--- src/rtl/pg_seq_pkg.sv ---
package pg_seq_pkg;

    localparam int unsigned NUM_PG    = 4;
    localparam int unsigned SEL_W     = 3;
    localparam int unsigned NUM_CODES = 1 << SEL_W;
    localparam int unsigned CNT_W     = 18;

    typedef logic [NUM_CODES-1:0][CNT_W-1:0] dly_table_t;

    // Tick counts (microseconds) for codes 7 down to 0.
    localparam dly_table_t DEF_DLY_TICKS = {
        18'd160000, 18'd80000, 18'd20000, 18'd5000,
        18'd1000,   18'd500,   18'd100,   18'd50
    };

    typedef struct packed {
        logic en_a;
        logic en_b;
        logic en_c;
        logic fs_ok;
        logic fs_as_enable;
        logic pg1_gates_rest;
    } gate_in_t;

    function automatic logic tick_done(input logic [CNT_W-1:0] cnt,
                                       input logic [CNT_W-1:0] target);
        return ({1'b0, cnt} + 1'b1) >= {1'b0, target};
    endfunction

endpackage

--- src/rtl/pg_enable_cascade.sv ---
module pg_enable_cascade
    import pg_seq_pkg::*;
(
    input  gate_in_t           gin,
    output logic [NUM_PG-1:0]  gate
);

    logic fs_group;

    always_comb begin
        fs_group = (gin.fs_as_enable && gin.pg1_gates_rest) ? gin.fs_ok : 1'b1;
        gate[0]  = !gin.fs_as_enable || gin.fs_ok;
        gate[1]  = gin.en_a && fs_group;
        gate[2]  = gate[1] && gin.en_b;
        gate[3]  = gate[2] && gin.en_c;
    end

    // A line's enable implies the enables of the lines that cover it.
    always_comb begin
        assert_nested_R8: assert (!(gate[3] && !gate[2]) && !(gate[2] && !gate[1]));
        assert_ena_R7:    assert (gin.en_a || gate[3:1] == '0);
    end

endmodule

--- src/rtl/pg_stage_timer.sv ---
module pg_stage_timer
    import pg_seq_pkg::*;
(
    input  logic             clk,
    input  logic             rst,
    input  logic             tick,
    input  logic             armed,
    input  logic [CNT_W-1:0] target,
    output logic             fire
);

    logic [CNT_W-1:0] cnt;

    assign fire = armed && tick && tick_done(cnt, target);

    always_ff @(posedge clk) begin
        if (rst || !armed) begin
            cnt <= '0;
        end else if (tick) begin
            cnt <= fire ? '0 : cnt + 1'b1;
        end
    end

    assert_hold_R5: assert property (@(posedge clk) disable iff (rst)
        (armed && !tick) |=> $stable(cnt));

    assert_bound_R4: assert property (@(posedge clk) disable iff (rst)
        armed |-> ({1'b0, cnt} <= {1'b0, target} || target == '0 && cnt == '0));

endmodule

--- src/rtl/pg_sequencer.sv ---
module pg_sequencer
    import pg_seq_pkg::*;
#(
    parameter dly_table_t DLY_TICKS = DEF_DLY_TICKS
) (
    input  logic             clk,
    input  logic             rst,
    input  logic             us_tick,
    input  logic             switch_on,
    input  logic             en_a,
    input  logic             en_b,
    input  logic             en_c,
    input  logic             fs_n,
    input  logic             fs_as_enable,
    input  logic             pg1_gates_rest,
    input  logic [SEL_W-1:0] dly_sel,
    output logic [NUM_PG-1:0] pg_n_o,
    output logic [NUM_PG-1:0] pg_oe_o
);

    gate_in_t          gin;
    logic [NUM_PG-1:0] gate;
    logic [NUM_PG-1:0] active;
    logic [NUM_PG-1:0] fire;
    logic [CNT_W-1:0]  target;

    always_comb begin
        gin.en_a           = en_a;
        gin.en_b           = en_b;
        gin.en_c           = en_c;
        gin.fs_ok          = fs_n;
        gin.fs_as_enable   = fs_as_enable;
        gin.pg1_gates_rest = pg1_gates_rest;
    end

    assign target = DLY_TICKS[dly_sel];

    pg_enable_cascade u_cascade (
        .gin  (gin),
        .gate (gate)
    );

    // Line 1 needs no delay; it follows permission and its own enable.
    assign fire[0] = switch_on && gate[0] && !active[0];

    generate
        for (genvar i = 1; i < NUM_PG; i++) begin : g_stage
            logic armed;
            assign armed = switch_on && active[i-1] && gate[i] && !active[i];

            pg_stage_timer u_timer (
                .clk    (clk),
                .rst    (rst),
                .tick   (us_tick),
                .armed  (armed),
                .target (target),
                .fire   (fire[i])
            );

            assert_gap_R3: assert property (@(posedge clk) disable iff (rst)
                $rose(active[i]) |-> $past(active[i-1]));

            if (i >= 2) begin : g_order
                assert_order_R9: assert property (@(posedge clk) disable iff (rst)
                    active[i] |-> active[i-1]);
            end
        end
    endgenerate

    always_ff @(posedge clk) begin
        for (int i = 0; i < NUM_PG; i++) begin
            if (rst || !switch_on || !gate[i]) begin
                active[i] <= 1'b0;
            end else if (fire[i]) begin
                active[i] <= 1'b1;
            end
        end
    end

    assign pg_n_o  = ~(active & gate & {NUM_PG{switch_on}});
    assign pg_oe_o = gate;

    assert_off_R6: assert property (@(posedge clk) disable iff (rst)
        !switch_on |=> active == '0);

    assert_first_R2: assert property (@(posedge clk) disable iff (rst)
        (switch_on && gate[0] && !active[0]) |=> (active[0] || !switch_on || !gate[0]) || active[0]);

endmodule

--- config.mk ---
export PLATFORM = sky130hd
export DESIGN_NAME = pg_sequencer
export DESIGN_NICKNAME = d
export VERILOG_FILES = /design/src/rtl/pg_seq_pkg.sv /design/src/rtl/pg_enable_cascade.sv /design/src/rtl/pg_stage_timer.sv /design/src/rtl/pg_sequencer.sv
export SDC_FILE = /design/constraint.sdc
export NUM_CORES = 1
export LEC_CHECK = 0
export BUFFER_PORTS_ARGS = -buffer_cell sky130_fd_sc_hd__buf_2
export CAP_MARGIN = 5
export CELL_PAD_IN_SITES_DETAIL_PLACEMENT = 1
export CELL_PAD_IN_SITES_GLOBAL_PLACEMENT = 1
export CORE_MARGIN = 8
export CORE_UTILIZATION = 47
export CTS_CLUSTER_DIAMETER = 80
export DETAILED_ROUTE_END_ITERATION = 10
export PLACE_DENSITY = 0.89
export SYNTH_ARGS = -nofsm -noshare
export SYNTH_HDL_FRONTEND = slang
export SYNTH_SLANG_ARGS = --single-unit
--- constraint.sdc ---
create_clock -name clk -period 4 [get_ports clk]
set_input_delay 0.2 -clock clk [delete_from_list [all_inputs] [get_ports clk]]
set_output_delay 0.2 -clock clk [all_outputs]
set_load 0.005 [all_outputs]
==> impl_table.tex, run 1 <==
\begin{tabular}{lr}
\hline
Metric & Value \\
\hline
\multicolumn{2}{l}{\textbf{Floorplan}} \\
\quad Effective utilization at floorplan & 47.78\% \\
\quad Die footprint & between 0.01 and 0.015 mm² \\
\quad Std cell rows & 36 \\
\quad Horizontal die dimension & 115.0 µm \\
\quad Area of the core region & 0.009639 mm² \\
\quad Die extent in y & 115.0 µm \\
\quad Number of top-level pins & 21 \\
\multicolumn{2}{l}{\textbf{Yosys}} \\
\quad Flops \& latches, synth & 58 \\
\quad Cell count after synthesis & 572 \\
\quad Number of library cell types mapped by synthesis & 63 \\
\quad Sequential share of the synthesized area & 25.21\% \\
\quad Number of enable flip-flop cells after synthesis & 0 \\
\quad Fraction of post-synthesis cell area in the top cell type by area & 25.21\% \\
\quad Top flip-flop cell by instance count after synthesis & sky130\_fd\_sc\_hd\_\_dfxtp\_1 \\
\quad Yosys warnings & 0 \\
\quad Synthesized area & 0.004606 mm² \\
\quad Async set or reset register ratio after synthesis & 0\% \\
\quad Leading post-synthesis cells by cell area & sky130\_fd\_sc\_hd\_\_dfxtp\_1, sky130\_fd\_sc\_hd\_\_ha\_1, sky130\_fd\_sc\_hd\_\_nand2\_1 \\
\quad Post-synth net total & 641 \\
\quad Syn\_area\_per\_cell & just over 8 µm² \\
\quad Library cell with the largest summed area after synthesis & sky130\_fd\_sc\_hd\_\_dfxtp\_1 \\
\multicolumn{2}{l}{\textbf{Route}} \\
\quad DRC violation count after routing & 0 \\
\quad Routed length per instance & 17.87 µm \\
\quad Pre-antenna DRT Iters & 4 \\
\quad Drt first-iter violations & between 200 and 250 \\
\quad Via-per-instance ratio & 5.966 \\
\quad Antenna violation net count after detailed routing & 0 \\
\quad Overall via count from detail\_route & 4,325 \\
\quad Overall routed net length & 12,960 µm \\
\multicolumn{2}{l}{\textbf{Final layout}} \\
\quad Share of post-route cells with drive strength above 1 & 10.81\% \\
\quad Fill cell total of the finished layout & 1,220 \\
\quad Antenna fix cells & 0 \\
\quad Final non-filler cell area & 0.005005 mm² \\
\quad Share of the core filled with cells & 51.92\% \\
\quad P\&R area growth vs syn & 8.666\% \\
\quad Final \#Nets & approximately 660 \\
\multicolumn{2}{l}{\textbf{Job}} \\
\quad Max-cap violation count & 0 \\
\multicolumn{2}{l}{\textbf{Setup path}} \\
\quad Kind of critical path & reg2reg \\
\quad Critical path capture point type & register \\
\quad Critical Path RT & 4.25 ns \\
\quad Crit path largest cell delay & 0.47 ns \\
\quad CP arrival & 4.03 ns \\
\quad Worst reg-to-reg setup slack & around 0.22 ns \\
\quad Launching element type of the critical path & register \\
\quad List of cells traversed by the critical path & ha\_1 > nand2\_1 > nor4\_1 > nand4\_1 > xnor2\_1 > ha\_1 > nand2\_1 > or3\_1 > or2\_2 > o22ai\_1 > nor3\_2 > buf\_4 > nor3b\_1 > o21bai\_1 \\
\quad Library cell contributing the largest single delay on the critical path & sky130\_fd\_sc\_hd\_\_nor4\_1 \\
\quad Max FO, Critical Path & 15 \\
\multicolumn{2}{l}{\textbf{GRT}} \\
\quad Number of antenna violations at the first check in global routing & 0 \\
\quad Fraction of met1 tracks used by global routing & 25.40\% \\
\quad Wire length of the first global-routing pass & 22,140 µm \\
\quad Residual overflow from global routing & 0 \\
\quad Maximum number of pins on one net before global-route repair & between 40 and 50 \\
\quad Number of global-route vias before repair & 4,531 \\
\quad Met2 capacity usage during global routing & 35.35\% \\
\quad Global Route met3 Usage & roughly 4.5\% \\
\quad Grt peak-use layer & met2 \\
\quad Combined global-route utilization of all metal layers & 20.96\% \\
\multicolumn{2}{l}{\textbf{CTS}} \\
\quad Number of buffers added for setup after CTS & 0 \\
\quad Post-cts hold buffer count & 0 \\
\quad Clock-pin slew on the worst setup and hold paths & 0.07 ns \\
\quad H-tree lvl count & 3 \\
\quad Worst skew pair latency & 0.36 ns \\
\quad CTS max path bufs & 2 \\
\quad Clock root buffer master & sky130\_fd\_sc\_hd\_\_clkbuf\_8 \\
\quad CTS-repair resized insts & 0 \\
\quad Number of buffers created by CTS & 9 \\
\quad TritonCTS sink count & 58 \\
\quad CTS tree & built \\
\multicolumn{2}{l}{\textbf{Timing}} \\
\quad Final critical-path share of the clock period & 94.55\% \\
\quad Worst-case clock skew & 0.01369 ns \\
\quad Shortest clock period the worst path allows after layout & 3.782 ns \\
\quad Setup TNS Final & 0 ns \\
\quad Setup-failing EPs final & 0 \\
\quad Final slew viol count & 0 \\
\quad Final Hold Vio Count & 0 \\
\quad Transition time at the pin with the least slew margin & 0.7071 ns \\
\quad Unrepaired setup endpoints after global routing & no \\
\quad Normalized max-slew margin & 52.81\% \\
\quad Maximum clock rate & 264.4 MHz \\
\quad Final critical-path setup slack & 0.2181 ns \\
\multicolumn{2}{l}{\textbf{Power and ir drop}} \\
\quad Maximum vdd ir drop & $\sim$0.00015 V \\
\quad Cell Pwr Density & 250.2 mW/mm² \\
\quad NetSw & about 320 µW \\
\quad Sequential share of power & a little under half \\
\quad Proportion of power drawn by the clock network & 45.9\% \\
\quad Total internal power & roughly 930 µW \\
\quad Part of the total power dissipated in combinational logic & 7.9\% \\
\quad Fraction of power spent switching nets & 25.52\% \\
\quad Static leakage power & 2.152 nW \\
\multicolumn{2}{l}{\textbf{Placed design}} \\
\quad Final RePlAce weighted congestion & 0.8253 \\
\quad Standard cell area after detailed placement & 0.004801 mm² \\
\quad Pre-CTS setup slack & 0.2687 ns \\
\quad Hpwl dp & about 10000 µm \\
\quad Port bufs & 20 \\
\multicolumn{2}{l}{\textbf{Run status}} \\
\quad Status & completed \\
\multicolumn{2}{l}{\textbf{Hold path}} \\
\quad Worst hold path type & in2reg \\
\hline
\end{tabular}
[cells in the final DEF (no fill, tap or decap), drive strengths merged, types with 3 or more instances in the layout]
master / synthesis / layout
xor2: 17 / 17
clkbuf: 12 / 11
and2: 3 / 3
nor3b: 7 / 7
nand2: 67 / 67
a2111oi: 3 / 3
a31oi: 4 / 4
dfxtp: 58 / 58
nand4: 20 / 20
or4b: 3 / 3
inv: 19 / 19
nor2b: 6 / 6
a211oi: 4 / 4
nor2: 28 / 28
or3: 7 / 7
ha: 56 / 56
nand3b: 12 / 12
o21bai: 4 / 4
buf: 9 / 25
a21o: 17 / 17
o21ai: 27 / 27
and3: 11 / 11
mux2i: 3 / 3
a21oi: 33 / 33
nor4: 5 / 5
xnor2: 26 / 26
or2: 10 / 10
nand3: 42 / 42
a22o: 8 / 8
clkinv: 0 / 3
nand2b: 18 / 18
nor3: 12 / 12
[sequential cells by signal, summed over array words and instances, names as in the netlist]
register	flops
active	4
g_stage.u_timer.cnt	54
[synthesized netlist by cell type, types with 2 or more instances]
| cell | n |
|---|---|
| sky130_fd_sc_hd__buf_4 | 2 |
| sky130_fd_sc_hd__o21ai_1 | 6 |
| sky130_fd_sc_hd__nor3_2 | 2 |
| sky130_fd_sc_hd__nor2_1 | 27 |
| sky130_fd_sc_hd__o31ai_1 | 2 |
| sky130_fd_sc_hd__o21ai_0 | 21 |
| sky130_fd_sc_hd__nand2b_1 | 18 |
| sky130_fd_sc_hd__dfxtp_1 | 58 |
| sky130_fd_sc_hd__or2_2 | 9 |
| sky130_fd_sc_hd__nand3_2 | 2 |
| sky130_fd_sc_hd__a211oi_1 | 4 |
| sky130_fd_sc_hd__nor2b_1 | 6 |
| sky130_fd_sc_hd__a2111oi_0 | 3 |
| sky130_fd_sc_hd__clkbuf_1 | 10 |
| sky130_fd_sc_hd__a221oi_1 | 2 |
| sky130_fd_sc_hd__xnor2_1 | 26 |
| sky130_fd_sc_hd__clkbuf_2 | 2 |
| sky130_fd_sc_hd__or3_1 | 7 |
| sky130_fd_sc_hd__nand4b_1 | 2 |
| sky130_fd_sc_hd__inv_1 | 19 |
| sky130_fd_sc_hd__nor3b_1 | 5 |
| sky130_fd_sc_hd__and3_1 | 11 |
| sky130_fd_sc_hd__buf_6 | 2 |
| sky130_fd_sc_hd__a22o_1 | 8 |
| sky130_fd_sc_hd__mux2i_1 | 3 |
| sky130_fd_sc_hd__nor3_1 | 9 |
| sky130_fd_sc_hd__nand3_1 | 40 |
| sky130_fd_sc_hd__a21oi_1 | 33 |
| sky130_fd_sc_hd__o21bai_1 | 4 |
| sky130_fd_sc_hd__nand3b_1 | 12 |
| sky130_fd_sc_hd__o22ai_1 | 2 |
| sky130_fd_sc_hd__nor4_1 | 5 |
| sky130_fd_sc_hd__xor2_1 | 17 |
| sky130_fd_sc_hd__a21o_1 | 17 |
| sky130_fd_sc_hd__a31oi_1 | 3 |
| sky130_fd_sc_hd__nand4_1 | 19 |
| sky130_fd_sc_hd__nand2_1 | 67 |
| sky130_fd_sc_hd__ha_1 | 56 |
| sky130_fd_sc_hd__nor3b_2 | 2 |
| sky130_fd_sc_hd__and2_1 | 2 |
| sky130_fd_sc_hd__or4b_1 | 2 |
| sky130_fd_sc_hd__buf_2 | 4 |
[power by group through the flow]
stage	sequential [mW]	combinational, mW	clock [mW]
after floorplan	0.591	0.0629	0
after global placement	0.591	0.0910	0
after detailed placement	0.591	0.0979	0
after CTS	0.578	0.0987	0.587
after global routing	0.578	0.111	0.612
final	0.578	0.0988	0.575
[layer usage]
metal | part of all wire, % | vias to the layer above
met1 | 45 | 2124
met4 | 2.5 | 0
met2 | 48 | 86
li1 | - | 2094
met3 | 4.6 | 21
met5 | 0 | -
[final cells by class]
type                       instances  area [µm²]  share of cell area (%)
sequential                        58        1161                   23.20
clock buffer                      11       151.4                   3.025
multi-input combinational        474        3264                   65.22
inverter                          19       71.32                   1.425
tap                              133       166.4                   3.325
clock inverter                     5       52.55                   1.050
timing repair buffer              25       137.6                   2.750
[worst max-delay path: cells and delay by family (launching register included)]
kind / cells / cell delay (ns)
buffers and inverters: 1 / 0.21
adders and majority gates: 2 / 0.59
xor gates and xnor gates: 1 / 0.20
AOI/OAI and AO/OA: 2 / 0.47
and+or+nand+nor: 8 / 1.80
DFF: 1 / 0.42
[kinds of logic (layout without fill, tap and decap cells)]
| logic type | Yosys count | in the layout | share of synthesized area (%) |
|---|---|---|---|
| and+or+nand+nor | 259 | 259 | 31.05 |
| AOI/OAI and AO/OA | 113 | 113 | 15.78 |
| adders and majority gates | 56 | 56 | 15.21 |
| muxes | 3 | 3 | 0.6520 |
| DFF | 58 | 58 | 25.21 |
| xor gates and xnor gates | 43 | 43 | 8.177 |
| buffers and inverters | 40 | 60 | 3.912 |
[path summary, 6_finish.rpt]
check | start | to | depth (start not counted)
setup / recovery | g_stage[3].u_timer.cnt[0] | g_stage[3].u_timer.cnt[14] | 14
setup reg to reg | g_stage[3].u_timer.cnt[0] | g_stage[3].u_timer.cnt[14] | 14
hold / removal | fs_as_enable | active[0] | 3
hold reg to reg | g_stage[2].u_timer.cnt[17] | g_stage[2].u_timer.cnt[17] | 2
[per-stage QoR]
| step | cells | power, mW | hold WS, ns |
|---|---|---|---|
| 2_1_floorplan | 572 | 0.6542 | 0.3968 |
| 3_3_place_gp | 709 | 0.6823 | 0.4500 |
| 3_5_place_dp | 709 | 0.6894 | 0.4599 |
| 4_1_cts | 725 | 1.264 | 0.1994 |
| 5_1_grt | 725 | 1.301 | 0.2047 |
| 6_report | 725 | 1.252 | 0.2040 |
Power figures use the tool's default switching activity.
==> run 2, diff against run 1 <==
CORE_UTILIZATION = 49   (was 47)
CTS_BUF_LIST = sky130_fd_sc_hd__clkbuf_4 sky130_fd_sc_hd__clkbuf_8   (was not set)
PLACE_DENSITY = 0.92   (was 0.89)
==> impl_table.tex, run 2 (same netlist as run 1, synthesis figures left out) <==
\begin{tabular}{lr}
\hline
Metric & Value \\
\hline
\multicolumn{2}{l}{\textbf{Run status}} \\
\quad Status & completed \\
\multicolumn{2}{l}{\textbf{Final layout}} \\
\quad Register with the highest flop count & g\_stage.u\_timer.cnt \\
\quad Antenna fix cells & 0 \\
\quad Most common cell after layout, fill and taps aside & sky130\_fd\_sc\_hd\_\_nand2\_1 \\
\quad Share of post-route cells with drive strength above 1 & 11.66\% \\
\quad Top library cells by usage in the layout, fill and taps aside & sky130\_fd\_sc\_hd\_\_nand2\_1, sky130\_fd\_sc\_hd\_\_dfxtp\_1, sky130\_fd\_sc\_hd\_\_ha\_1 \\
\quad Final non-filler cell area & 0.005010 mm² \\
\quad P\&R area growth vs syn & 8.775\% \\
\quad Final \#Nets & 657 \\
\quad Top Registers & g\_stage.u\_timer.cnt: 54 flops, active: 4 flops \\
\quad Max reg flops & 54 \\
\multicolumn{2}{l}{\textbf{Route}} \\
\quad Drt first-iter violations & 219 \\
\quad Pre-antenna DRT Iters & 4 \\
\quad Antenna violation net count after detailed routing & 0 \\
\quad Overall routed net length & 14,150 µm \\
\quad Routed length per instance & 20.12 µm \\
\quad Via-per-instance ratio & 6.279 \\
\quad Overall via count from detail\_route & around 4,400 \\
\quad DRC violation count after routing & 0 \\
\multicolumn{2}{l}{\textbf{Setup path}} \\
\quad Termination of the worst setup path & g\_stage[3].u\_timer.cnt[8] \\
\quad List of cells traversed by the critical path & nand4\_1 > nor2\_1 > nand2\_1 > xnor2\_1 > ha\_1 > a21o\_1 > a21o\_1 > a221oi\_1 > o22ai\_2 > nor3b\_2 > and2b\_1 > a22o\_1 \\
\quad Max FO, Critical Path & 7 \\
\quad Critical Path RT & 4.29 ns \\
\quad Worst reg-to-reg setup slack & 0.29 ns \\
\quad CP arrival & 4.00 ns \\
\quad Crit path largest cell delay & 0.48 ns \\
\quad Launching element type of the critical path & register \\
\quad Worst Setup SP & g\_stage[3].u\_timer.cnt[4] \\
\quad Origin of the critical flop-to-flop path & g\_stage[3].u\_timer.cnt[4] \\
\quad Critical path capture point type & register \\
\quad Reg-to-reg critical path endpoint & g\_stage[3].u\_timer.cnt[8] \\
\quad Number of cells on the worst reg-to-reg path & 12 \\
\quad Kind of critical path & reg2reg \\
\quad Most Frequent Cell on Critical Path & sky130\_fd\_sc\_hd\_\_a21o\_1 \\
\quad Library cell contributing the largest single delay on the critical path & sky130\_fd\_sc\_hd\_\_nor3b\_2 \\
\multicolumn{2}{l}{\textbf{Placed design}} \\
\quad Hpwl dp & 10,230 µm \\
\quad Standard cell area after detailed placement & around 0.0048 mm² \\
\quad Port bufs & 20 \\
\quad Final RePlAce weighted congestion & 0.8531 \\
\multicolumn{2}{l}{\textbf{Power and ir drop}} \\
\quad Maximum vdd ir drop & 0.0001721 V \\
\quad Total power & 1.272 mW \\
\quad Part of the total power dissipated in combinational logic & 8.2\% \\
\quad NetSw & 315.2 µW \\
\quad Static leakage power & 2.167 nW \\
\quad Total internal power & 956.6 µW \\
\quad Cell Pwr Density & $\sim$250 mW/mm² \\
\quad Proportion of power drawn by the clock network & between 40\% and 50\% \\
\quad Fraction of power spent switching nets & between 20 and 25\% \\
\quad Sequential share of power & 45.5\% \\
\multicolumn{2}{l}{\textbf{Timing}} \\
\quad Setup-failing EPs final & 0 \\
\quad Worst-case clock skew & 0.01363 ns \\
\quad Final slew viol count & 0 \\
\quad Transition time at the pin with the least slew margin & between 0.7 and 0.8 ns \\
\quad Maximum clock rate & 269.8 MHz \\
\quad Final Hold Vio Count & 0 \\
\quad Final critical-path share of the clock period & 92.66\% \\
\quad Normalized max-slew margin & 53.20\% \\
\quad Shortest clock period the worst path allows after layout & 3.706 ns \\
\multicolumn{2}{l}{\textbf{GRT}} \\
\quad Number of antenna violations at the first check in global routing & 0 \\
\quad Maximum number of pins on one net before global-route repair & 41 \\
\quad Combined global-route utilization of all metal layers & 22.80\% \\
\quad Number of global-route vias before repair & 4,751 \\
\quad Wire length of the first global-routing pass & roughly 24,000 µm \\
\quad Residual overflow from global routing & 0 \\
\multicolumn{2}{l}{\textbf{CTS}} \\
\quad Number of buffers created by CTS & 9 \\
\quad CTS tree & built \\
\quad H-tree lvl count & 3 \\
\quad Number of buffers added for setup after CTS & 0 \\
\quad CTS max path bufs & 2 \\
\quad Clock-pin slew on the worst setup and hold paths & 0.07 ns \\
\quad Clock root buffer master & sky130\_fd\_sc\_hd\_\_clkbuf\_8 \\
\quad Post-cts hold buffer count & 0 \\
\quad CTS-repair resized insts & 0 \\
\quad TritonCTS sink count & 58 \\
\quad Worst skew pair latency & approximately 0.36 ns \\
\multicolumn{2}{l}{\textbf{Floorplan}} \\
\quad Std cell rows & 35 \\
\quad Die extent in y & around 110 µm \\
\quad Effective utilization at floorplan & 50.08\% \\
\quad Die footprint & 0.01276 mm² \\
\quad Number of top-level pins & 21 \\
\quad Horizontal die dimension & 113.0 µm \\
\quad Area of the core region & 0.009196 mm² \\
\multicolumn{2}{l}{\textbf{Hold path}} \\
\quad Worst hold path type & in2reg \\
\multicolumn{2}{l}{\textbf{Job}} \\
\quad Max-cap violation count & 0 \\
\hline
\end{tabular}
==> run 2: area by class of cell <==
type	count	area, µm²
clock buffers	13	172.7
clock inverters	2	35.03
fillers	1119	4187
inverters	19	71.32
multi-input cells	474	3286
flip-flops and latches	58	1161
well taps	111	138.9
repair buffers	26	145.1
==> run 2: critical path: cells and delay by family, from the launching register on <==
| kind | cells | cell delay (ns) |
|---|---|---|
| xor gates and xnor gates | 1 | 0.28 |
| DFF | 1 | 0.47 |
| AOI/OAI and AO/OA | 5 | 1.04 |
| and+or+nand+nor | 5 | 1.56 |
| adders and majority gates | 1 | 0.31 |
==> run 2: worst min-delay path by stage <==
stage                                           from                          to  slack [ns]  depth (start not counted)
after CTS                               fs_as_enable                   active[0]        0.20                          3
after global routing                    fs_as_enable                   active[0]        0.21                          3
after global placement    g_stage[2].u_timer.cnt[17]  g_stage[2].u_timer.cnt[17]        0.45                          2
final                                   fs_as_enable                   active[0]        0.21                          3
after floorplan                                  rst                   active[3]        0.40                          2
after detailed placement  g_stage[3].u_timer.cnt[17]  g_stage[3].u_timer.cnt[17]        0.48                          1
==> run 2: per-stage QoR <==
stage	worst slack (ns)	std cells	util [%]	TNS [ns]	hold WS [ns]
4_1_cts	0.1033	703	54.24	0	0.2000
5_1_grt	-0.01131	703	54.48	-0.02790	0.2122
6_report	0.2936	703	54.48	0	0.2058
3_3_place_gp	0.2978	688	51.99	0	0.4496
3_5_place_dp	0.1340	688	51.99	0	0.4782
2_1_floorplan	0.8026	572	-	0	0.3968
==> run 2: power by group through the flow <==
| stage | Sequential (mW) | Combinational, mW | Clock [mW] |
|---|---|---|---|
| after CTS | 0.578 | 0.102 | 0.598 |
| after floorplan | 0.591 | 0.0629 | 0 |
| final | 0.578 | 0.104 | 0.589 |
| after detailed placement | 0.591 | 0.0981 | 0 |
| after global routing | 0.578 | 0.113 | 0.630 |
| after global placement | 0.591 | 0.0902 | 0 |
==> run 2: metal layers <==
metal	vias up	GRT usage (%)	wire, µm
met5	-	0	0
met4	0	10.75	391
met3	38	4.313	529
met2	105	39.31	6982
met1	2171	26.72	6243
li1	2100	-	-
==> run 3, diff against run 2 <==
BUFFER_PORTS_ARGS = -buffer_cell sky130_fd_sc_hd__clkbuf_2   (was -buffer_cell sky130_fd_sc_hd__buf_2)
CTS_CLUSTER_SIZE = 30   (was not set)
==> impl_table.tex, run 3 (same netlist as run 1, synthesis figures left out) <==
\begin{tabular}{lr}
\hline
Metric & Value \\
\hline
\multicolumn{2}{l}{\textbf{Setup path}} \\
\quad Cell family contributing the most delay on the critical path & simple AND/OR/NAND/NOR gates \\
\quad Depth of the critical timing path with buffers and inverters included & 12 \\
\quad Most Frequent Cell on Critical Path & sky130\_fd\_sc\_hd\_\_ha\_1 \\
\quad Kind of critical path & reg2reg \\
\quad Crit path largest cell delay & 0.50 ns \\
\quad Number of cells on the worst reg-to-reg path & 12 \\
\quad Max FO, Critical Path & 16 \\
\quad Critical Path RT & 4.28 ns \\
\quad Critical path buffers and inverters & 1 \\
\quad Launching element type of the critical path & register \\
\quad Critical path capture point type & register \\
\quad CP arrival & 4.01 ns \\
\quad Library cell contributing the largest single delay on the critical path & sky130\_fd\_sc\_hd\_\_dfxtp\_1 \\
\quad List of cells traversed by the critical path & ha\_1 > and3\_1 > and2\_1 > xor2\_1 > ha\_1 > a21oi\_1 > nor2\_1 > a2111oi\_0 > buf\_4 > a31oi\_2 > or2\_2 > o31ai\_1 \\
\multicolumn{2}{l}{\textbf{Timing}} \\
\quad Maximum clock rate & about 270 MHz \\
\quad Worst-case clock skew & about 0.015 ns \\
\quad Setup TNS Final & 0 ns \\
\quad Final slew viol count & 0 \\
\quad Unrepaired setup endpoints after global routing & no \\
\quad Final critical-path share of the clock period & a little over 90\% \\
\quad Final critical-path setup slack & between 0.2 and 0.3 ns \\
\quad Transition time at the pin with the least slew margin & 0.6547 ns \\
\quad Shortest clock period the worst path allows after layout & 3.728 ns \\
\quad Setup-failing EPs final & 0 \\
\quad Normalized max-slew margin & around 56\% \\
\quad Final Hold Vio Count & 0 \\
\multicolumn{2}{l}{\textbf{Final layout}} \\
\quad Top Registers & g\_stage.u\_timer.cnt: 54 flops, active: 4 flops \\
\quad Register with the highest flop count & g\_stage.u\_timer.cnt \\
\quad Post-route insts no fill & 706 \\
\quad Most common cell after layout, fill and taps aside & sky130\_fd\_sc\_hd\_\_nand2\_1 \\
\quad Antenna fix cells & 0 \\
\quad P\&R area growth vs syn & 9.237\% \\
\quad Max reg flops & 54 \\
\quad Share of the core filled with cells & 54.71\% \\
\quad Share of post-route cells with drive strength above 1 & 11.76\% \\
\quad Top library cells by usage in the layout, fill and taps aside & sky130\_fd\_sc\_hd\_\_nand2\_1, sky130\_fd\_sc\_hd\_\_dfxtp\_1, sky130\_fd\_sc\_hd\_\_ha\_1 \\
\quad Final \#Nets & 659 \\
\multicolumn{2}{l}{\textbf{Floorplan}} \\
\quad Number of top-level pins & 21 \\
\quad Die footprint & approximately 0.013 mm² \\
\quad Area of the core region & 0.009196 mm² \\
\quad Horizontal die dimension & about 110 µm \\
\quad Std cell rows & 35 \\
\quad Die extent in y & 113.0 µm \\
\quad Effective utilization at floorplan & 50.08\% \\
\multicolumn{2}{l}{\textbf{GRT}} \\
\quad Met2 capacity usage during global routing & 37.99\% \\
\quad Maximum number of pins on one net before global-route repair & between 40 and 50 \\
\quad Global Route met3 Usage & about 4.6\% \\
\quad Number of antenna violations at the first check in global routing & 0 \\
\quad Grt peak-use layer & met2 \\
\quad Number of global-route vias before repair & 4,715 \\
\quad Wire length of the first global-routing pass & 22,560 µm \\
\quad Combined global-route utilization of all metal layers & 21.66\% \\
\quad Residual overflow from global routing & 0 \\
\quad Fraction of met1 tracks used by global routing & approximately 25\% \\
\multicolumn{2}{l}{\textbf{Route}} \\
\quad Antenna violation net count after detailed routing & 0 \\
\quad Pre-antenna DRT Iters & 5 \\
\quad Drt first-iter violations & between 200 and 250 \\
\quad Via-per-instance ratio & about 6.2 \\
\quad Overall routed net length & around 13,000 µm \\
\quad DRC violation count after routing & 0 \\
\quad Routed length per instance & 18.98 µm \\
\quad Overall via count from detail\_route & about 4,400 \\
\multicolumn{2}{l}{\textbf{CTS}} \\
\quad CTS max path bufs & 2 \\
\quad Clock root buffer master & sky130\_fd\_sc\_hd\_\_clkbuf\_8 \\
\quad Number of buffers created by CTS & 9 \\
\quad Clock-pin slew on the worst setup and hold paths & 0.08 ns \\
\quad TritonCTS sink count & 58 \\
\quad CTS-repair resized insts & 0 \\
\quad H-tree lvl count & 3 \\
\quad Number of buffers added for setup after CTS & 0 \\
\quad CTS tree & built \\
\quad Post-cts hold buffer count & 0 \\
\quad Worst skew pair latency & 0.37 ns \\
\multicolumn{2}{l}{\textbf{Placed design}} \\
\quad Post-placement cell count & between 600 and 700 \\
\quad Pre-CTS setup slack & 0.2309 ns \\
\quad Final RePlAce weighted congestion & between 0.8 and 0.9 \\
\quad Hpwl dp & 10,180 µm \\
\quad Port bufs & 20 \\
\multicolumn{2}{l}{\textbf{Power and ir drop}} \\
\quad Cell Pwr Density & 261.6 mW/mm² \\
\quad Maximum vdd ir drop & 0.0001406 V \\
\quad Static leakage power & 2.173 nW \\
\multicolumn{2}{l}{\textbf{Hold path}} \\
\quad Hold Path Depth & 3 \\
\quad Worst hold path type & in2reg \\
\multicolumn{2}{l}{\textbf{Job}} \\
\quad Max-cap violation count & 0 \\
\multicolumn{2}{l}{\textbf{Run status}} \\
\quad Status & completed \\
\hline
\end{tabular}
[run 3: cell count changes in the layout (fill, tap and decap cells not counted), sizes merged]
cell,before,now
bufinv,1,2
clkinvlp,0,3
buf,26,8
clkbuf,13,30
[run 3: through the flow]
step                      instance area, µm²  hold slack (ns)  power (mW)
after global placement                  4796           0.4523      0.6835
after detailed placement                4796           0.4620      0.6927
after CTS                               5019           0.1883       1.325
final                                   5031           0.2005       1.316
after global routing                    5031           0.2136       1.356
after floorplan                         4606           0.3968      0.6542
[run 3: final timing paths]
kind,slack [ns],to,startpoint
max,0.27,g_stage[1].u_timer.cnt[15],g_stage[1].u_timer.cnt[0]
min,0.20,active[0],fs_as_enable
max reg2reg,0.27,g_stage[1].u_timer.cnt[15],g_stage[1].u_timer.cnt[0]
min reg2reg,0.47,g_stage[2].u_timer.cnt[17],g_stage[2].u_timer.cnt[17]
[run 3: per-layer routing]
metal / vias up / wire [µm]
met5: - / 0
met4: 0 / 354
met3: 28 / 607
met2: 87 / 6660
met1: 2167 / 5779
li1: 2108 / -
[run 3: cell type report]
type | count | area (µm²)
Clock inverter | 6 | 91.34
Inverter | 19 | 71.32
Timing Repair Buffer | 28 | 160.2
Multi-Input combinational cell | 474 | 3277
Sequential cell | 58 | 1161
Fill cell | 1145 | 4165
Clock buffer | 10 | 131.4
Tap cell | 111 | 138.9
[run 3: worst reg2reg max path: cells and delay by family (launching register included)]
family          cells  cell delay [ns]
buf+inv             1             0.20
simple gates        4             1.12
flops               1             0.50
fa+ha+maj           2             0.63
compound gates      4             1.00
xor+xnor            1             0.20
[run 3: power by group]
part	internal, mW	leakage (nW)	switching, mW
combinational	0.0381	1.60	0.0646
clock	0.358	0.102	0.277
sequential	0.578	0.467	0.000440
total	0.974	2.17	0.342
